--- config.mk ---
export PLATFORM = sky130hd
export DESIGN_NAME = xcap_interval
export DESIGN_NICKNAME = d
export VERILOG_FILES = /design/src/rtl/xcap_pkg.sv /design/src/rtl/xcap_edge_qual.sv /design/src/rtl/xcap_timebase.sv /design/src/rtl/xcap_ring.sv /design/src/rtl/xcap_interval.sv
export SDC_FILE = /design/constraint.sdc
export NUM_CORES = 1
export LEC_CHECK = 0
export CORE_UTILIZATION = 35
export DETAILED_ROUTE_END_ITERATION = 10
export DONT_BUFFER_PORTS = 1
export GPL_TIMING_DRIVEN = 0
export SYNTH_ARGS = -nofsm -noshare
export SYNTH_HDL_FRONTEND = slang
export SYNTH_HIERARCHICAL = 1
export SYNTH_SLANG_ARGS = --single-unit
--- constraint.sdc ---
create_clock -name clk -period 5.7 [get_ports clk]
set_input_delay 0.855 -clock clk [delete_from_list [all_inputs] [get_ports clk]]
set_output_delay 0.855 -clock clk [all_outputs]
set_load 0.01 [all_outputs]
--- src/rtl/xcap_pkg.sv ---
package xcap_pkg;
  localparam int XCAP_LO_W     = 16;
  localparam int XCAP_HI_W     = 16;
  localparam int XCAP_DEPTH    = 8;
  localparam int XCAP_FILT_W   = 4;
  localparam int XCAP_PSC_DIV  = 8;
  localparam int XCAP_SYNC     = 2;
endpackage

--- src/rtl/xcap_edge_qual.sv ---
// Synchronizer, stability filter, falling-edge detect and event prescaler.
module xcap_edge_qual #(
  parameter int FILT_W  = 4,
  parameter int PSC_DIV = 8,
  parameter int SYNC    = 2
) (
  input  logic              clk,
  input  logic              rst,
  input  logic              en,
  input  logic              div_on,
  input  logic [FILT_W-1:0] filt_len,
  input  logic              sig_async,
  output logic              evt
);
  localparam int PW = (PSC_DIV > 1) ? $clog2(PSC_DIV) : 1;

  logic [SYNC-1:0]   sq;
  logic              smp;
  logic              lvl, lvl_d;
  logic [FILT_W-1:0] run, lim;
  logic              fall, hit;

  always_ff @(posedge clk) begin
    if (rst) sq <= '1;
    else     sq <= {sq[SYNC-2:0], sig_async};
  end
  assign smp = sq[SYNC-1];

  // zero length behaves as one clock of stability
  assign lim = (filt_len == '0) ? '0 : filt_len - 1'b1;

  always_ff @(posedge clk) begin
    if (rst) begin
      lvl   <= 1'b1;
      lvl_d <= 1'b1;
      run   <= '0;
    end else begin
      lvl_d <= lvl;
      if (smp == lvl) begin
        run <= '0;
      end else if (run >= lim) begin
        lvl <= smp;
        run <= '0;
      end else begin
        run <= run + 1'b1;
      end
    end
  end

  assign fall = lvl_d & ~lvl;

  generate
    if (PSC_DIV > 1) begin : g_psc
      logic [PW-1:0] psc;
      always_ff @(posedge clk) begin
        if (rst || !en)  psc <= '0;
        else if (fall)   psc <= (psc == PW'(PSC_DIV-1)) ? '0 : psc + 1'b1;
      end
      assign hit = !div_on || (psc == PW'(PSC_DIV-1));
    end else begin : g_nopsc
      assign hit = 1'b1;
    end
  endgenerate

  assign evt = fall & en & hit;
endmodule

--- src/rtl/xcap_timebase.sv ---
// Free-running low counter plus wrap counter; wrap-cycle side selection.
module xcap_timebase #(
  parameter int LO_W = 16,
  parameter int HI_W = 16
) (
  input  logic                 clk,
  input  logic                 rst,
  output logic [LO_W+HI_W-1:0] ts
);
  logic [LO_W-1:0] lo;
  logic [HI_W-1:0] hi;
  logic            pend;

  always_ff @(posedge clk) begin
    if (rst) begin
      lo   <= '0;
      hi   <= '0;
      pend <= 1'b0;
    end else begin
      lo   <= lo + 1'b1;
      pend <= &lo;
      hi   <= hi + HI_W'(pend);
    end
  end

  // low half with a pending wrap: capture belongs after the wrap
  assign ts = {hi + HI_W'(pend & ~lo[LO_W-1]), lo};
endmodule

--- src/rtl/xcap_ring.sv ---
// Circular interval store; overwrite-oldest on full.
module xcap_ring #(
  parameter int DW    = 32,
  parameter int DEPTH = 8
) (
  input  logic                         clk,
  input  logic                         rst,
  input  logic                         wr,
  input  logic [DW-1:0]                wdata,
  input  logic                         rd,
  input  logic                         clr,
  output logic [DW-1:0]                rdata,
  output logic [$clog2(DEPTH+1)-1:0]   fill,
  output logic                         not_empty,
  output logic                         ovf
);
  localparam int AW = $clog2(DEPTH);
  localparam int CW = $clog2(DEPTH+1);

  logic [DW-1:0] mem [DEPTH];
  logic [AW-1:0] wp, rp;
  logic          rd_ok, full, drop;
  logic [CW-1:0] fill_n;

  function automatic logic [AW-1:0] bump(input logic [AW-1:0] p);
    return (p == AW'(DEPTH-1)) ? '0 : p + 1'b1;
  endfunction

  assign rd_ok  = rd && (fill != '0);
  assign full   = (fill == CW'(DEPTH));
  assign drop   = wr && full && !rd_ok;
  assign fill_n = fill + CW'(wr && !drop) - CW'(rd_ok);

  always_ff @(posedge clk) begin
    if (wr) mem[wp] <= wdata;
  end

  always_ff @(posedge clk) begin
    if (rst) begin
      wp        <= '0;
      rp        <= '0;
      fill      <= '0;
      not_empty <= 1'b0;
      ovf       <= 1'b0;
      rdata     <= '0;
    end else begin
      if (wr)            wp <= bump(wp);
      if (rd_ok || drop) rp <= bump(rp);
      fill      <= fill_n;
      not_empty <= (fill_n != '0);
      ovf       <= drop ? 1'b1 : (clr ? 1'b0 : ovf);
      if (rd_ok) rdata <= mem[rp];
    end
  end
endmodule

--- src/rtl/xcap_interval.sv ---
module xcap_interval
  import xcap_pkg::*;
#(
  parameter int LO_W    = XCAP_LO_W,
  parameter int HI_W    = XCAP_HI_W,
  parameter int DEPTH   = XCAP_DEPTH,
  parameter int FILT_W  = XCAP_FILT_W,
  parameter int PSC_DIV = XCAP_PSC_DIV,
  parameter int SYNC    = XCAP_SYNC
) (
  input  logic                       clk,
  input  logic                       rst,
  input  logic                       en,
  input  logic                       sig_async,
  input  logic [FILT_W-1:0]          filt_len,
  input  logic                       evt_div_on,
  input  logic                       rd_en,
  input  logic                       ovf_clr,
  output logic [LO_W+HI_W-1:0]       rd_data,
  output logic [$clog2(DEPTH+1)-1:0] fill,
  output logic                       not_empty,
  output logic                       ovf
);
  localparam int TS_W = LO_W + HI_W;

  logic            evt, armed, wr;
  logic [TS_W-1:0] ts_ext, prev_ts, gap;

  xcap_edge_qual #(.FILT_W(FILT_W), .PSC_DIV(PSC_DIV), .SYNC(SYNC)) u_qual (
    .clk(clk), .rst(rst), .en(en), .div_on(evt_div_on),
    .filt_len(filt_len), .sig_async(sig_async), .evt(evt)
  );

  xcap_timebase #(.LO_W(LO_W), .HI_W(HI_W)) u_tb (
    .clk(clk), .rst(rst), .ts(ts_ext)
  );

  always_ff @(posedge clk) begin
    if (rst) begin
      armed   <= 1'b0;
      prev_ts <= '0;
    end else if (!en) begin
      armed   <= 1'b0;
    end else if (evt) begin
      armed   <= 1'b1;
      prev_ts <= ts_ext;
    end
  end

  assign wr  = evt & armed;
  assign gap = ts_ext - prev_ts;

  xcap_ring #(.DW(TS_W), .DEPTH(DEPTH)) u_ring (
    .clk(clk), .rst(rst), .wr(wr), .wdata(gap), .rd(rd_en), .clr(ovf_clr),
    .rdata(rd_data), .fill(fill), .not_empty(not_empty), .ovf(ovf)
  );
endmodule

==> flow_metrics.py <==
metrics = {
    "worst_setup_path": {
        "cp_slowest_stage_delay_ps": 730,
        "end_kind": "flop",
        "critPathKind": "reg2reg",
        "critical_path_required_ps": 5940,
        "crit_path_cell_trace": "nor2b_1, ha_1, ha_1, nand3_1, nor3_1, xor2_1, ha_1, clkbuf_1, nand2_1, o21ai_0, nand2_1, a21boi_0, a211o_1, a31oi_1, xnor2_1",
        "crit_fanout": 8,
        "crit_top_cell": "ha_1",
        "cp-start-kind": "flop",
        "crit_slowest_cell": "xnor2_1",
        "cp.arrival_ps": 4220,
    },
    "global_routing": {
        "grt_max_degree": 19,
        "overflow": 0,
        "antenna_found_initial": 0,
        "grt_pass1_vias": 10400,
        "grtUsageTotal_pct": 15.6,
        "grt_pass1_wl_mm": 59.5,
    },
    "layout": {
        "fillers": 4462,
        "drive_above_1_share_pct": 14.4,
        "finalNetCount": 1502,
        "antenna_cells": 0,
        "area.sequential_um2": 10100,
        "area_growth_pct": 14.0,
        "multi_input_area_um2": 6520,
        "final_cell_count_no_fill": 2124,
        "fin_util_pct": 40.7,
    },
    "timing": {
        "finalClockSkew_ps": 34.2,
        "hold_viol": 0,
        "worst_pin_slew_ps": 1010,
        "maxSlewViolCount": 0,
        "setup_violations": 0,
        "rsz0062_at_grt": "no",
        "fin_crit_ps": 3980,
        "fmax_ghz": 0.251,
        "fin_crit_sh_pct": 69.8,
        "slew_headroom_pct": 32.4,
    },
    "route": {
        "drcViolationCount": 0,
        "routed_wirelength_mm": 38.2,
        "wl_per_cell_um": 18.0,
        "ant_nets": 0,
        "initialDrtViolationCount": 658,
        "avgViaCountPerCell": 4.95,
        "firstDrtPassIters": 5,
        "vias": 10500,
    },
    "die": {
        "start_util_pct": 35.7,
        "core_um2": 48100,
        "ios": 49,
        "dieArea_um2": 50100,
        "chipHeight_um": 224,
        "die_w_um": 224,
        "row_count": 80,
    },
    "clocking": {
        "cts-hold-fix-buffers": 0,
        "cts-htree-levels": 2,
        "worstSkewPairLatency_ps": 580,
        "clkSinkCount": 377,
        "numCtsBuffers": 41,
        "cts_buffer_depth": 3,
        "cts_resized": 0,
        "postCtsSetupRepairBufs": 0,
        "path_clk_slew_ps": 60,
        "clk_root_buffer_cell": "clkbuf_16",
        "tritoncts": "yes",
    },
    "yosys": {
        "yosysWarnings": 6,
        "yosysSeqAreaShare_pct": 58.7,
        "async_flop_share_pct": 0,
        "synth.distinct_cells": 75,
        "ys_ff_latch": 377,
        "synth_flop_cell": "edfxtp_1",
        "syn_area_um2": 17200,
        "netlist_instances": 1379,
        "syn-num-nets": 1444,
        "synth_edf_count": 256,
        "syn_avg_cell_area_um2": 12.5,
    },
    "placed_design": {
        "gp_congestion": 0.786,
        "port_buffers": 0,
        "dpl.hpwl_mm": 26.5,
        "dp.cells": 2049,
    },
    "power_and_ir_drop": {
        "cellPowerDensity_nw_per_um2": 359,
        "leakage_nw": 6.82,
        "vdd_drop_max_mv": 0.197,
        "p_total_mw": 7.04,
    },
    "worst_hold_path": {
        "hold_path.class": "in2reg",
    },
    "flow_run": {
        "cap_violations": 0,
    },
    "run_status": {
        "status": "completed",
    },
}
-- cells by family (layout without fill, tap and decap cells) --
kind of cell	count (synthesis)	count (layout)	synth area share (%)
flops	377	377	58.7
simple gates	355	355	12.2
compound gates	273	273	10.5
mux	140	140	8.19
buf+inv	128	217	3.69
fa+ha+maj	54	54	4.01
xor+xnor	52	52	2.65
-- worst max-delay path: cells and delay by family, from the launching register on --
family	cells	cell delay, ps
adder cells (fa/ha/maj)	3	550
AO/OA/AOI/OAI	4	590
buffers and inverters	1	280
AND/OR/NAND/NOR	5	870
XOR/XNOR	2	1000
flip-flops	1	350
-- path summary, 6_finish.rpt --
| path | start | endpoint | slack, ps | cells past startpoint |
|---|---|---|---|---|
| max | u_tb/lo[15] | u_ring/mem[1][31] | 1720 | 15 |
| min | sig_async | u_qual/sq[0] | 400 | 1 |
| max reg2reg | u_tb/lo[15] | u_ring/mem[1][31] | 1720 | 15 |
| min reg2reg | u_qual/sq[0] | u_qual/sq[1] | 420 | 1 |
-- cells in the final DEF, fill, tap and decap left out, types with 5 or more instances in the layout --
cell type  instances
o21bai_1           6
nand2b_1          10
a21o_1            15
nor3_2            32
ha_1              52
clkinv_1           5
or4_1             10
nand2_1          103
nand4_1           16
xor2_1            27
o21a_1             7
or3_1              8
a21oi_1          113
o21ai_0           20
nor4_1             8
buf_16             6
clkinv_2           7
buf_6             13
clkbuf_1          48
xnor2_1           25
nor2b_1           19
nor2_4            36
nor2_1            62
edfxtp_1         256
clkbuf_16         41
and2_1             5
buf_2             22
buf_4              7
o31ai_1           10
dfxtp_1          121
inv_1             53
mux2i_1          133
mux2_2             6
a22oi_1           65
nand3_1           13
nor3_1            11
-- flip-flops by register name, summed over array words and instances (netlist names) --
signal,flops
u_ring/mem,256
u_tb/lo,16
u_ring/ovf,1
u_tb/pend,1
u_qual/sq,2
u_tb/hi,16
u_qual/g_psc.psc,3
u_ring/rdata,32
u_ring/fill,4
u_qual/run,4
u_ring/rp,3
u_ring/wp,3
prev_ts,32
u_ring/not_empty,1
u_qual/lvl_d,1
u_qual/lvl,1
armed,1
-- synth_stat cells, types with 21 or more instances --
cell type | n | area, µm²
clkbuf_1 | 36 | 135
buf_2 | 21 | 105
xor2_1 | 27 | 236
ha_1 | 52 | 651
nor3_2 | 30 | 300
mux2i_1 | 133 | 1330
inv_1 | 53 | 199
edfxtp_1 | 256 | 7690
nor2_1 | 68 | 255
xnor2_1 | 25 | 219
a21oi_1 | 113 | 566
a22oi_1 | 65 | 488
nand2_1 | 103 | 387
nor2_4 | 30 | 338
dfxtp_1 | 121 | 2420
-- final cells by class --
| type | count | area share (%) |
|---|---|---|
| buffer | 75 | 2.23 |
| clock buffer | 53 | 5.46 |
| clock inverter | 21 | 1.06 |
| inverter | 53 | 1.01 |
| multi-input combinational | 874 | 33.2 |
| sequential | 377 | 51.5 |
| tap | 656 | 4.18 |
| timing repair buffer | 15 | 1.29 |
-- layer usage --
metal,up-vias,wire length [µm],GRT usage (%)
met5,-,0,0
met4,0,919,5.48
met3,53,1540,2.48
met2,151,18800,27.1
met1,5115,16900,19.5
li1,5202,-,-
-- per-stage QoR --
step	instance area [µm²]	setup TNS, ps	hold slack (ps)	worst slack, ps
6_report	19600	0	397	1720
5_1_grt	19600	0	372	1400
4_1_cts	19600	0	362	1780
3_5_place_dp	18300	0	420	1810
3_3_place_gp	18000	-61960	418	-1070
2_1_floorplan	17200	0	389	1490
-- where the power goes --
part / switching, mW / total [mW] / leakage, nW / internal (mW)
combinational: 0.777 / 1.32 / 2.88 / 0.542
sequential: 0.162 / 3.22 / 3.33 / 3.06
clock: 1.07 / 2.50 / 0.613 / 1.43
total: 2.01 / 7.04 / 6.82 / 5.04
Note: power is estimated with default switching activity, not from simulation.
